File: src/rtl/spx_pkg.sv
package spx_pkg;

   typedef enum logic {
      SPX_IDLE = 1'b0,
      SPX_RUN  = 1'b1
   } spx_state_e;

   // Bits in a transfer for a given select and programmed code
   function automatic int spx_len(input bit use_code, input int code,
                                  input int defw, input int maxw);
      if (!use_code)
         return defw;
      else if (code < defw)
         return maxw;
      else
         return code;
   endfunction

endpackage

File: src/rtl/spx_timer.sv
module spx_timer #(
   parameter int CNT_W = 8
) (
   input  logic             clk,
   input  logic             rst_n,
   input  logic             load,
   input  logic [CNT_W-1:0] load_val,
   input  logic             run,
   input  logic [CNT_W-1:0] reload_val,
   output logic             tick
);

   logic [CNT_W-1:0] cnt;

   assign tick = run && (cnt <= CNT_W'(1));

   always_ff @(posedge clk or negedge rst_n) begin
      if (!rst_n)
         cnt <= '0;
      else if (load)
         cnt <= load_val;
      else if (tick)
         cnt <= reload_val;
      else if (run)
         cnt <= cnt - CNT_W'(1);
   end

endmodule

File: src/rtl/spx_ctrl.sv
module spx_ctrl
   import spx_pkg::*;
#(
   parameter int MAXW   = 16,
   parameter int DEFW   = 8,
   parameter int LEN_W  = 4,
   parameter int BAUD_W = 8,
   parameter int LENV_W = $clog2(MAXW + 1)
) (
   input  logic              clk,
   input  logic              rst_n,
   input  logic              start,
   input  logic [BAUD_W-1:0] baud,
   input  logic              len_sel,
   input  logic [LEN_W-1:0]  len_code,
   input  logic              cpol,
   input  logic              cpha,
   input  logic              tick,
   output logic              accept,
   output logic              busy,
   output logic              done,
   output logic              sck,
   output logic              sample,
   output logic              drive,
   output logic              last,
   output logic [LENV_W-1:0] len_dec,
   output logic [BAUD_W-1:0] baud_q
);

   localparam int ECNT_W = LENV_W + 1;

   spx_state_e        state;
   logic [ECNT_W-1:0] ecnt;
   logic [ECNT_W-1:0] last_idx;
   logic [LENV_W-1:0] len_q;
   logic              cpol_q;
   logic              cpha_q;
   logic              ph;
   logic              done_q;
   logic              lead_e;
   logic              trail_e;

   always_comb begin
      len_dec = LENV_W'(spx_len(len_sel, int'(len_code), DEFW, MAXW));
   end

   assign accept   = (state == SPX_IDLE) && start && (baud != '0);
   assign busy     = (state == SPX_RUN);
   assign done     = done_q;
   assign last_idx = ECNT_W'({len_q, 1'b0}) - ECNT_W'(1);
   assign lead_e   = tick && !ecnt[0];
   assign trail_e  = tick && ecnt[0];
   assign last     = tick && (ecnt == last_idx);
   assign sample   = cpha_q ? trail_e : lead_e;
   assign drive    = cpha_q ? lead_e  : (trail_e && !last);
   assign sck      = busy ? (cpol_q ^ ph) : cpol;

   always_ff @(posedge clk or negedge rst_n) begin
      if (!rst_n) begin
         state  <= SPX_IDLE;
         ecnt   <= '0;
         len_q  <= '0;
         cpol_q <= 1'b0;
         cpha_q <= 1'b0;
         ph     <= 1'b0;
         done_q <= 1'b0;
         baud_q <= '0;
      end else begin
         done_q <= 1'b0;
         if (accept) begin
            state  <= SPX_RUN;
            ecnt   <= '0;
            ph     <= 1'b0;
            len_q  <= len_dec;
            cpol_q <= cpol;
            cpha_q <= cpha;
            baud_q <= baud;
         end else if (tick) begin
            ph   <= ~ph;
            ecnt <= ecnt + ECNT_W'(1);
            if (last) begin
               state  <= SPX_IDLE;
               done_q <= 1'b1;
            end
         end
      end
   end

endmodule

File: src/rtl/spx_shreg.sv
module spx_shreg #(
   parameter int MAXW   = 16,
   parameter int LENV_W = $clog2(MAXW + 1)
) (
   input  logic              clk,
   input  logic              rst_n,
   input  logic              accept,
   input  logic [MAXW-1:0]   tx_data,
   input  logic [LENV_W-1:0] len_in,
   input  logic              cpha,
   input  logic              sample,
   input  logic              drive,
   input  logic              miso,
   output logic              mosi,
   output logic [MAXW-1:0]   rx_word
);

   logic [MAXW-1:0]   keep;
   logic [MAXW-1:0]   tx_al;
   logic [MAXW-1:0]   tx_sr;
   logic [MAXW-1:0]   rx_sr;
   logic [MAXW-1:0]   rx_nxt;
   logic [LENV_W-1:0] shamt;
   logic              mosi_q;

   // Per-bit keep mask for the selected length
   for (genvar g = 0; g < MAXW; g++) begin : g_keep
      assign keep[g] = (LENV_W'(g) < len_in);
   end

   assign shamt   = LENV_W'(MAXW) - len_in;
   assign tx_al   = (tx_data & keep) << shamt;
   assign rx_nxt  = {rx_sr[MAXW-2:0], miso};
   assign rx_word = sample ? rx_nxt : rx_sr;
   assign mosi    = mosi_q;

   always_ff @(posedge clk or negedge rst_n) begin
      if (!rst_n) begin
         tx_sr  <= '0;
         rx_sr  <= '0;
         mosi_q <= 1'b0;
      end else if (accept) begin
         rx_sr <= '0;
         if (!cpha) begin
            mosi_q <= tx_al[MAXW-1];
            tx_sr  <= tx_al << 1;
         end else begin
            tx_sr <= tx_al;
         end
      end else begin
         if (drive) begin
            mosi_q <= tx_sr[MAXW-1];
            tx_sr  <= tx_sr << 1;
         end
         if (sample)
            rx_sr <= rx_nxt;
      end
   end

endmodule

File: src/rtl/spi_xfer_engine.sv
module spi_xfer_engine #(
   parameter int MAXW   = 16,
   parameter int DEFW   = 8,
   parameter int BAUD_W = 8,
   parameter int DLY_W  = 8,
   parameter int LEN_W  = $clog2(MAXW)
) (
   input  logic              clk,
   input  logic              rst_n,
   input  logic              start,
   input  logic [MAXW-1:0]   tx_data,
   input  logic              len_sel,
   input  logic [LEN_W-1:0]  len_code,
   input  logic              dly_sel,
   input  logic [DLY_W-1:0]  dly_code,
   input  logic [BAUD_W-1:0] baud,
   input  logic              cpol,
   input  logic              cpha,
   input  logic              miso,
   output logic              sck,
   output logic              mosi,
   output logic              busy,
   output logic              done,
   output logic [MAXW-1:0]   rx_data
);

   localparam int LENV_W = $clog2(MAXW + 1);
   localparam int CNT_W  = (BAUD_W > DLY_W) ? BAUD_W : DLY_W;

   if (DEFW < 2 || DEFW > MAXW) begin : g_bad_defw
      $error("DEFW must lie between 2 and MAXW");
   end
   if ((1 << LEN_W) < MAXW) begin : g_bad_lenw
      $error("LEN_W too narrow for MAXW");
   end

   logic              accept;
   logic              tick;
   logic              sample;
   logic              drive;
   logic              last;
   logic [LENV_W-1:0] len_dec;
   logic [BAUD_W-1:0] baud_q;
   logic [CNT_W-1:0]  lead_val;
   logic [MAXW-1:0]   rx_word;
   logic [MAXW-1:0]   rx_q;

   assign lead_val = dly_sel ? CNT_W'(dly_code) : CNT_W'(baud);

   spx_ctrl #(
      .MAXW(MAXW), .DEFW(DEFW), .LEN_W(LEN_W), .BAUD_W(BAUD_W), .LENV_W(LENV_W)
   ) i_ctrl (
      .clk(clk), .rst_n(rst_n), .start(start), .baud(baud),
      .len_sel(len_sel), .len_code(len_code), .cpol(cpol), .cpha(cpha),
      .tick(tick), .accept(accept), .busy(busy), .done(done), .sck(sck),
      .sample(sample), .drive(drive), .last(last), .len_dec(len_dec),
      .baud_q(baud_q)
   );

   spx_timer #(.CNT_W(CNT_W)) i_timer (
      .clk(clk), .rst_n(rst_n), .load(accept), .load_val(lead_val),
      .run(busy), .reload_val(CNT_W'(baud_q)), .tick(tick)
   );

   spx_shreg #(.MAXW(MAXW), .LENV_W(LENV_W)) i_shreg (
      .clk(clk), .rst_n(rst_n), .accept(accept), .tx_data(tx_data),
      .len_in(len_dec), .cpha(cpha), .sample(sample), .drive(drive),
      .miso(miso), .mosi(mosi), .rx_word(rx_word)
   );

   always_ff @(posedge clk or negedge rst_n) begin
      if (!rst_n)
         rx_q <= '0;
      else if (last)
         rx_q <= rx_word;
   end

   assign rx_data = rx_q;

endmodule

File: config.mk
export PLATFORM = sky130hd
export DESIGN_NAME = spi_xfer_engine
export DESIGN_NICKNAME = d
export VERILOG_FILES = /design/src/rtl/spx_pkg.sv /design/src/rtl/spx_timer.sv /design/src/rtl/spx_ctrl.sv /design/src/rtl/spx_shreg.sv /design/src/rtl/spi_xfer_engine.sv
export SDC_FILE = /design/constraint.sdc
export NUM_CORES = 1
export LEC_CHECK = 0
export BUFFER_PORTS_ARGS = -buffer_cell sky130_fd_sc_hd__buf_2
export CORE_UTILIZATION = 40
export DETAILED_ROUTE_END_ITERATION = 8
export PLACE_DENSITY_LB_ADDON = 0.1
export RECOVER_POWER = 50
export SLEW_MARGIN = 30
export SYNTH_ARGS = -nofsm -noshare
export SYNTH_HDL_FRONTEND = slang
export SYNTH_SLANG_ARGS = --single-unit
File: constraint.sdc
create_clock -name clk -period 2.91 [get_ports clk]
set_input_delay 0.1455 -clock clk [delete_from_list [all_inputs] [get_ports clk]]
set_output_delay 0.1455 -clock clk [all_outputs]
set_load 0.005 [all_outputs]
==> flow_summary.json, run 1 <==
{
  "ios": 64,
  "ant_nets": 0,
  "clock_sinks": 81,
  "drt_pass1_iterations": 9,
  "maxCapViolCount": 1,
  "period_share_pct": 80.33,
  "place_ws_ps": 291.8,
  "numCtsBuffers": 9,
  "cp.required_ps": 3160,
  "setup_violations": 0,
  "wl_met1_microns": 5700,
  "outcome": "finished, violations left",
  "crit_type": "in -> reg",
  "syn_area_sq_um": 4793,
  "numPortBuffers": 63,
  "yosysSeqAreaShare_pct": 42.29,
  "vias": 4105,
  "diodes": 0,
  "routed.top_layer": "met4",
  "drt_wl_total_microns": 11740,
  "clk_path_buf_depth": 2,
  "cts_resized": 0,
  "cts_tree": "built",
  "violations": "design-rule violations, max-capacitance violations, max-slew violations",
  "htreeDepth": 3,
  "grt_max_degree": 82,
  "start_util_pct": 41.45,
  "cp.arrival_ps": 2590,
  "core_area_sq_um": 11560,
  "grt_overflow_total": 0,
  "ys_ff_latch": 81,
  "drt_iter0_markers": 361,
  "syn_avg_cell_area_sq_um": 9.078,
  "wl_met2_microns": 5304,
  "synth_edf_count": 0,
  "hp-class": "in -> reg",
  "drive_above_1_share_pct": 18.41,
  "rsz0062_at_grt": "false",
  "cp_max_fo": 12,
  "power.leakage_uw": 0.002656,
  "skew_ps": 9.036,
  "worst_slack_ps": 572.4,
  "routabilityCongestion": 0.9086,
  "hpwl_microns": 8640,
  "drv_slew": 82,
  "fp.dieArea_sq_um": 12430,
  "max_slew.worst_pin.slew_ps": 2025,
  "endpoint_kind": "flip-flop",
  "max_freq_mhz": 427.8,
  "power.density_nw_per_um2": 686.8,
  "nets": 637,
  "drc": 5,
  "met3WireLength_microns": 483,
  "cp-start-kind": "primary input",
  "via_per_inst": 5.585,
  "grt_pass1_vias": 4117,
  "final.setup.tns_ps": 0,
  "clk_latency_ps": 340,
  "synth_async_sr_flop_share_pct": 100.0,
  "grt_pass1_wl_microns": 20130,
  "die_y_microns": 111.5,
  "avgRoutedWirePerCell_microns": 15.97,
  "slew_headroom_pct": -34.99,
  "netlist_instances": 528,
  "dieWidth_microns": 111.5,
  "hold_violations": 0,
  "synth_warnings": 0,
  "ir_drop_mv": 0.2683,
  "synth_flop_cell": "dfrtp_1",
  "layout-area-overhead-vs-synth_pct": 16.68,
  "antenna_found_initial": 0,
  "synth_fp_nets": 578,
  "min_period_ps": 2338,
  "rows": 39,
  "clk_pin_slew_ps": 60,
  "track_usage_pct": 20.06,
  "synth.distinct_cells": 63,
  "cts_root_buffer": "clkbuf_16"
}
-- through the flow --
step | hold slack (ps) | util (%) | cell area [sq um] | instances | total power, uW
floorplan | -150.1 | - | 4793 | 528 | 2345
global placement | 356.6 | 45.55 | 5268 | 718 | 2608
detailed placement | 249.3 | 45.58 | 5271 | 718 | 2641
CTS | 2.074 | 48.44 | 5602 | 735 | 3882
global route | 26.93 | 48.36 | 5593 | 735 | 4101
finish | 7.707 | 48.36 | 5593 | 735 | 3841
-- cells in the mapped netlist (all sizes together), types with 3 or more instances --
cell type	instances	area, sq um
a2111oi	3	32.53
a211oi	4	35.03
a21oi	12	60.06
a221o	7	70.07
a221oi	4	35.03
a22oi	3	22.52
and2	9	56.30
buf	15	92.59
clkbuf	18	68.81
dfrtp	81	2027
ha	6	75.07
inv	17	66.32
mux2	6	71.31
mux2i	37	370.4
mux4	3	67.56
nand2	92	347.8
nand2b	4	25.02
nand3	19	95.09
nand3b	7	52.55
nand4	3	18.77
nor2	52	195.2
nor2b	4	25.02
nor3	5	25.02
nor3b	3	22.52
nor4	4	40.04
o211ai	16	120.1
o21ai	35	175.2
o221ai	8	70.07
o22ai	3	18.77
o31ai	3	22.52
xnor2	13	113.9
xor2	8	70.07
-- layout by cell type, fill, tap and decap left out, types with 4 or more instances in the layout --
cell type,count
nor3_1,5
buf_2,60
a221oi_1,4
and2_1,9
mux2i_1,37
buf_4,17
a221o_1,7
o211ai_1,16
nand3_1,19
o221ai_1,8
mux2_2,5
nor2b_1,4
a21oi_1,11
inv_1,16
o21ai_0,33
dfrtp_1,81
nand3b_1,7
nand2b_1,4
xnor2_1,13
clkbuf_16,9
nand2_1,91
xor2_1,8
ha_1,6
nor2_1,52
-- state kept, by name (all words and copies together), names as in the netlist, 5 cells and up --
signal and count:
i_ctrl.baud_q 8, i_ctrl.len_q 5, i_timer.cnt 8, rx_data 16, i_shreg.rx_sr 16, i_ctrl.ecnt 6
i_shreg.tx_sr 16
-- what timing repair did --
item / 4_1_cts / 5_1_grt
hold endpoints to repair: 81 / 0
setup buffers: 0 / 0
hold buffers: 1 / 0
-- path summary, 6_finish.rpt --
| check | start | end | slack [ps] | depth (start not counted) |
|---|---|---|---|---|
| min in group asynchronous | rst_n | i_timer.cnt[6] | 890 | 2 |
| max in group asynchronous | rst_n | i_shreg.tx_sr[14] | 780 | 2 |
| worst max register to register | i_ctrl.len_q[0] | i_shreg.tx_sr[10] | 650 | 9 |
| worst min register to register | rx_data[3] | rx_data[3] | 470 | 2 |
| worst max-delay path | len_sel | i_shreg.tx_sr[14] | 570 | 9 |
| worst min-delay path | cpol | i_ctrl.cpol_q | 8 | 3 |
-- cells by family (layout without fill, tap and decap cells) --
family                   after synthesis  after routing  share of synthesized area (%)
buffers and inverters                 51            115                          4.829
adder cells (fa/ha/maj)                6              6                          1.566
XOR/XNOR                              21             21                          3.837
multiplexers                          46             46                          10.62
flip-flops                            81             81                          42.29
AO/OA/AOI/OAI                        116            116                          17.07
AND/OR/NAND/NOR                      207            207                          19.79
-- power breakdown --
group | switching (uW) | internal (uW)
Clock | 467 | 756
Sequential | 218 | 1390
Combinational | 528 | 481
Total | 1210 | 2630
-- routing by layer --
metal	up-vias	track usage, %
met2	105	32.25
met4	0	8.829
li1	2004	-
met5	-	0
met3	17	2.831
met1	1979	27.03
-- critical path, stage by stage --
cell,delay (ps)
buf_2,210
and3_4,340
inv_4,90
ha_1,360
a2111oi_0,410
o21ai_0,210
a2111oi_0,500
a311oi_1,130
o221ai_1,200
-- layout make-up --
cell class              count  area, sq um
inverters                  18        70.07
multi-input cells         396         2546
clock buffers              10        229.0
fillers                  1150         5972
repair buffers             81        450.4
clock inverters             6        91.34
well taps                 143        178.9
flip-flops and latches     81         2027
(Power assumes the default switching activity.)
==> run 2, diff against run 1 <==
- clock period: 2.91 -> 2.1 ns (I/O delays scaled with it)
==> run 2 against run 1 <==
Net effect: the run ends with design-rule violations, negative setup slack left; via count is 3.2% higher; utilization is 4.9 points higher; critical path depth is 1 higher; global-route usage is 0.74 points higher.
==> flow_summary.json, run 2 (synthesized netlist as in run 1, its figures left out) <==
{
  "outcome": "finished, violations left",
  "violations": "design-rule violations, negative setup slack",
  "grt_pass1_vias": 4220,
  "clk_pin_slew_ps": 60,
  "drt_iter0_markers": 202,
  "hp-class": "in -> reg",
  "cp-start-kind": "flip-flop",
  "rr_startpoint": "i_ctrl.len_q[1]",
  "ir_drop_mv": 0.3158,
  "period_share_pct": 103.3,
  "hpwl_microns": 9162,
  "core_area_sq_um": 11560,
  "via_per_inst": 5.343,
  "track_usage_pct": 20.80,
  "cts_tree": "built",
  "clk_path_buf_depth": 2,
  "fp.dieArea_sq_um": 12430,
  "start_util_pct": 41.45,
  "hold_violations": 0,
  "holdPathEnd": "i_ctrl.baud_q[4]",
  "min_period_ps": 2169,
  "whs_path_depth": 3,
  "antenna_found_initial": 0,
  "grt_overflow_total": 0,
  "placed_area_sq_um": 5679,
  "grt_pass1_wl_microns": 20710,
  "nets": 695,
  "clock_sinks": 81,
  "finalInstanceArea_sq_um": 6157,
  "r2r_cells": 10,
  "r2r_slack_ps": -70,
  "power.density_nw_per_um2": 886.2,
  "clk_latency_ps": 340,
  "cp.arrival_ps": 2390,
  "cts_root_buffer": "clkbuf_16",
  "rsz0062_at_grt": "true",
  "mostFrequentLayoutCells": "nand2_1 (91), dfrtp_1 (81), buf_4 (62)",
  "numCtsBuffers": 9,
  "slew_headroom_pct": 31.23,
  "drt_wl_total_microns": 12520,
  "power.leakage_uw": 0.002941,
  "endpoint_kind": "flip-flop",
  "layout-area-overhead-vs-synth_pct": 28.45,
  "rows": 39,
  "min-delay-start": "baud[4]",
  "cp_max_fo": 8,
  "total_power_uw": 5457,
  "skew_ps": 9.750,
  "avgRoutedWirePerCell_microns": 15.79,
  "drc": 7,
  "diodes": 0,
  "max_freq_mhz": 461.1,
  "crit_type": "reg -> reg",
  "grt_max_degree": 43,
  "nFillCells": 1113,
  "worst_slack_ps": -68.72,
  "ant_nets": 0,
  "htreeDepth": 3,
  "maxCapViolCount": 0,
  "dieWidth_microns": 111.5,
  "numPortBuffers": 63,
  "die_y_microns": 111.5,
  "drt_pass1_iterations": 9,
  "ios": 64,
  "routabilityCongestion": 0.8622,
  "layout_commonest_cell": "nand2_1",
  "cp.required_ps": 2320,
  "max_slew.worst_pin.slew_ps": 1032,
  "vias": 4237,
  "r2r-end": "i_shreg.tx_sr[11]",
  "drv_slew": 0,
  "setup_violations": 12,
  "drive_above_1_share_pct": 26.31,
  "place_ws_ps": -248.1,
  "finish.utilization_pct": 53.24
}
==> run 2: metal layers <==
metal	up-vias	global-route usage (%)	share of wire, %
li1	2117	-	-
met1	2039	27.70	48
met2	71	34.88	49
met3	10	3.430	2.7
met4	0	6.036	0.94
met5	-	0	0
==> run 2: timing repair <==
action | 4_1_cts | 5_1_grt
endpoints found under the setup margin | 9 | 13
buffers inserted | 0 | 5
cloned | 0 | 1
endpoints found under the hold margin | 45 | 0
pin swaps | 0 | 7
resized for setup | 2 | 15
hold buffers | 7 | 0
==> run 2: worst max-delay path by stage <==
| stage | endpoint | from | depth (start not counted) |
|---|---|---|---|
| after detailed placement | i_shreg.tx_sr[14] | len_code[3] | 11 |
| after floorplan | i_shreg.tx_sr[6] | i_ctrl.len_q[0] | 8 |
| after global placement | i_shreg.tx_sr[14] | len_code[3] | 11 |
| final | i_shreg.tx_sr[11] | i_ctrl.len_q[1] | 10 |
| after global routing | i_shreg.tx_sr[10] | i_ctrl.len_q[0] | 9 |
| after CTS | i_timer.cnt[5] | baud[1] | 8 |
==> run 2: cell type report <==
cell class | instances | area [sq um] | area share (%)
multi-input cells | 396 | 2625 | 42.63
flip-flops and latches | 81 | 2027 | 32.92
well taps | 143 | 178.9 | 2.906
clock buffers | 10 | 229.0 | 3.719
inverters | 18 | 70.07 | 1.138
repair buffers | 139 | 959.7 | 15.59
clock inverters | 6 | 67.56 | 1.097
==> run 2: per-stage QoR <==
stage	std cells	hold slack, ps	setup TNS (ps)
floorplan	528	-190.6	0
global placement	764	126.2	-481.0
detailed placement	764	128.7	-1088
CTS	787	1.781	0
global route	793	29.75	-1762
finish	793	12.52	-423.6
==> run 2: report_power, final <==
part           leakage (uW)  switching, uW  internal, uW
clock network      0.000139            659           926
registers           0.00106            288          1930
logic               0.00174            821           834
total               0.00294           1770          3690
==> run 2: critical path, stage by stage, from the launching register on <==
cell	delay, ps
dfrtp_1	360
inv_2	50
ha_4	150
nor3b_4	150
o211ai_1	200
a211oi_2	90
a211oi_4	430
buf_12	180
buf_6	120
mux2i_2	220
o31ai_1	90
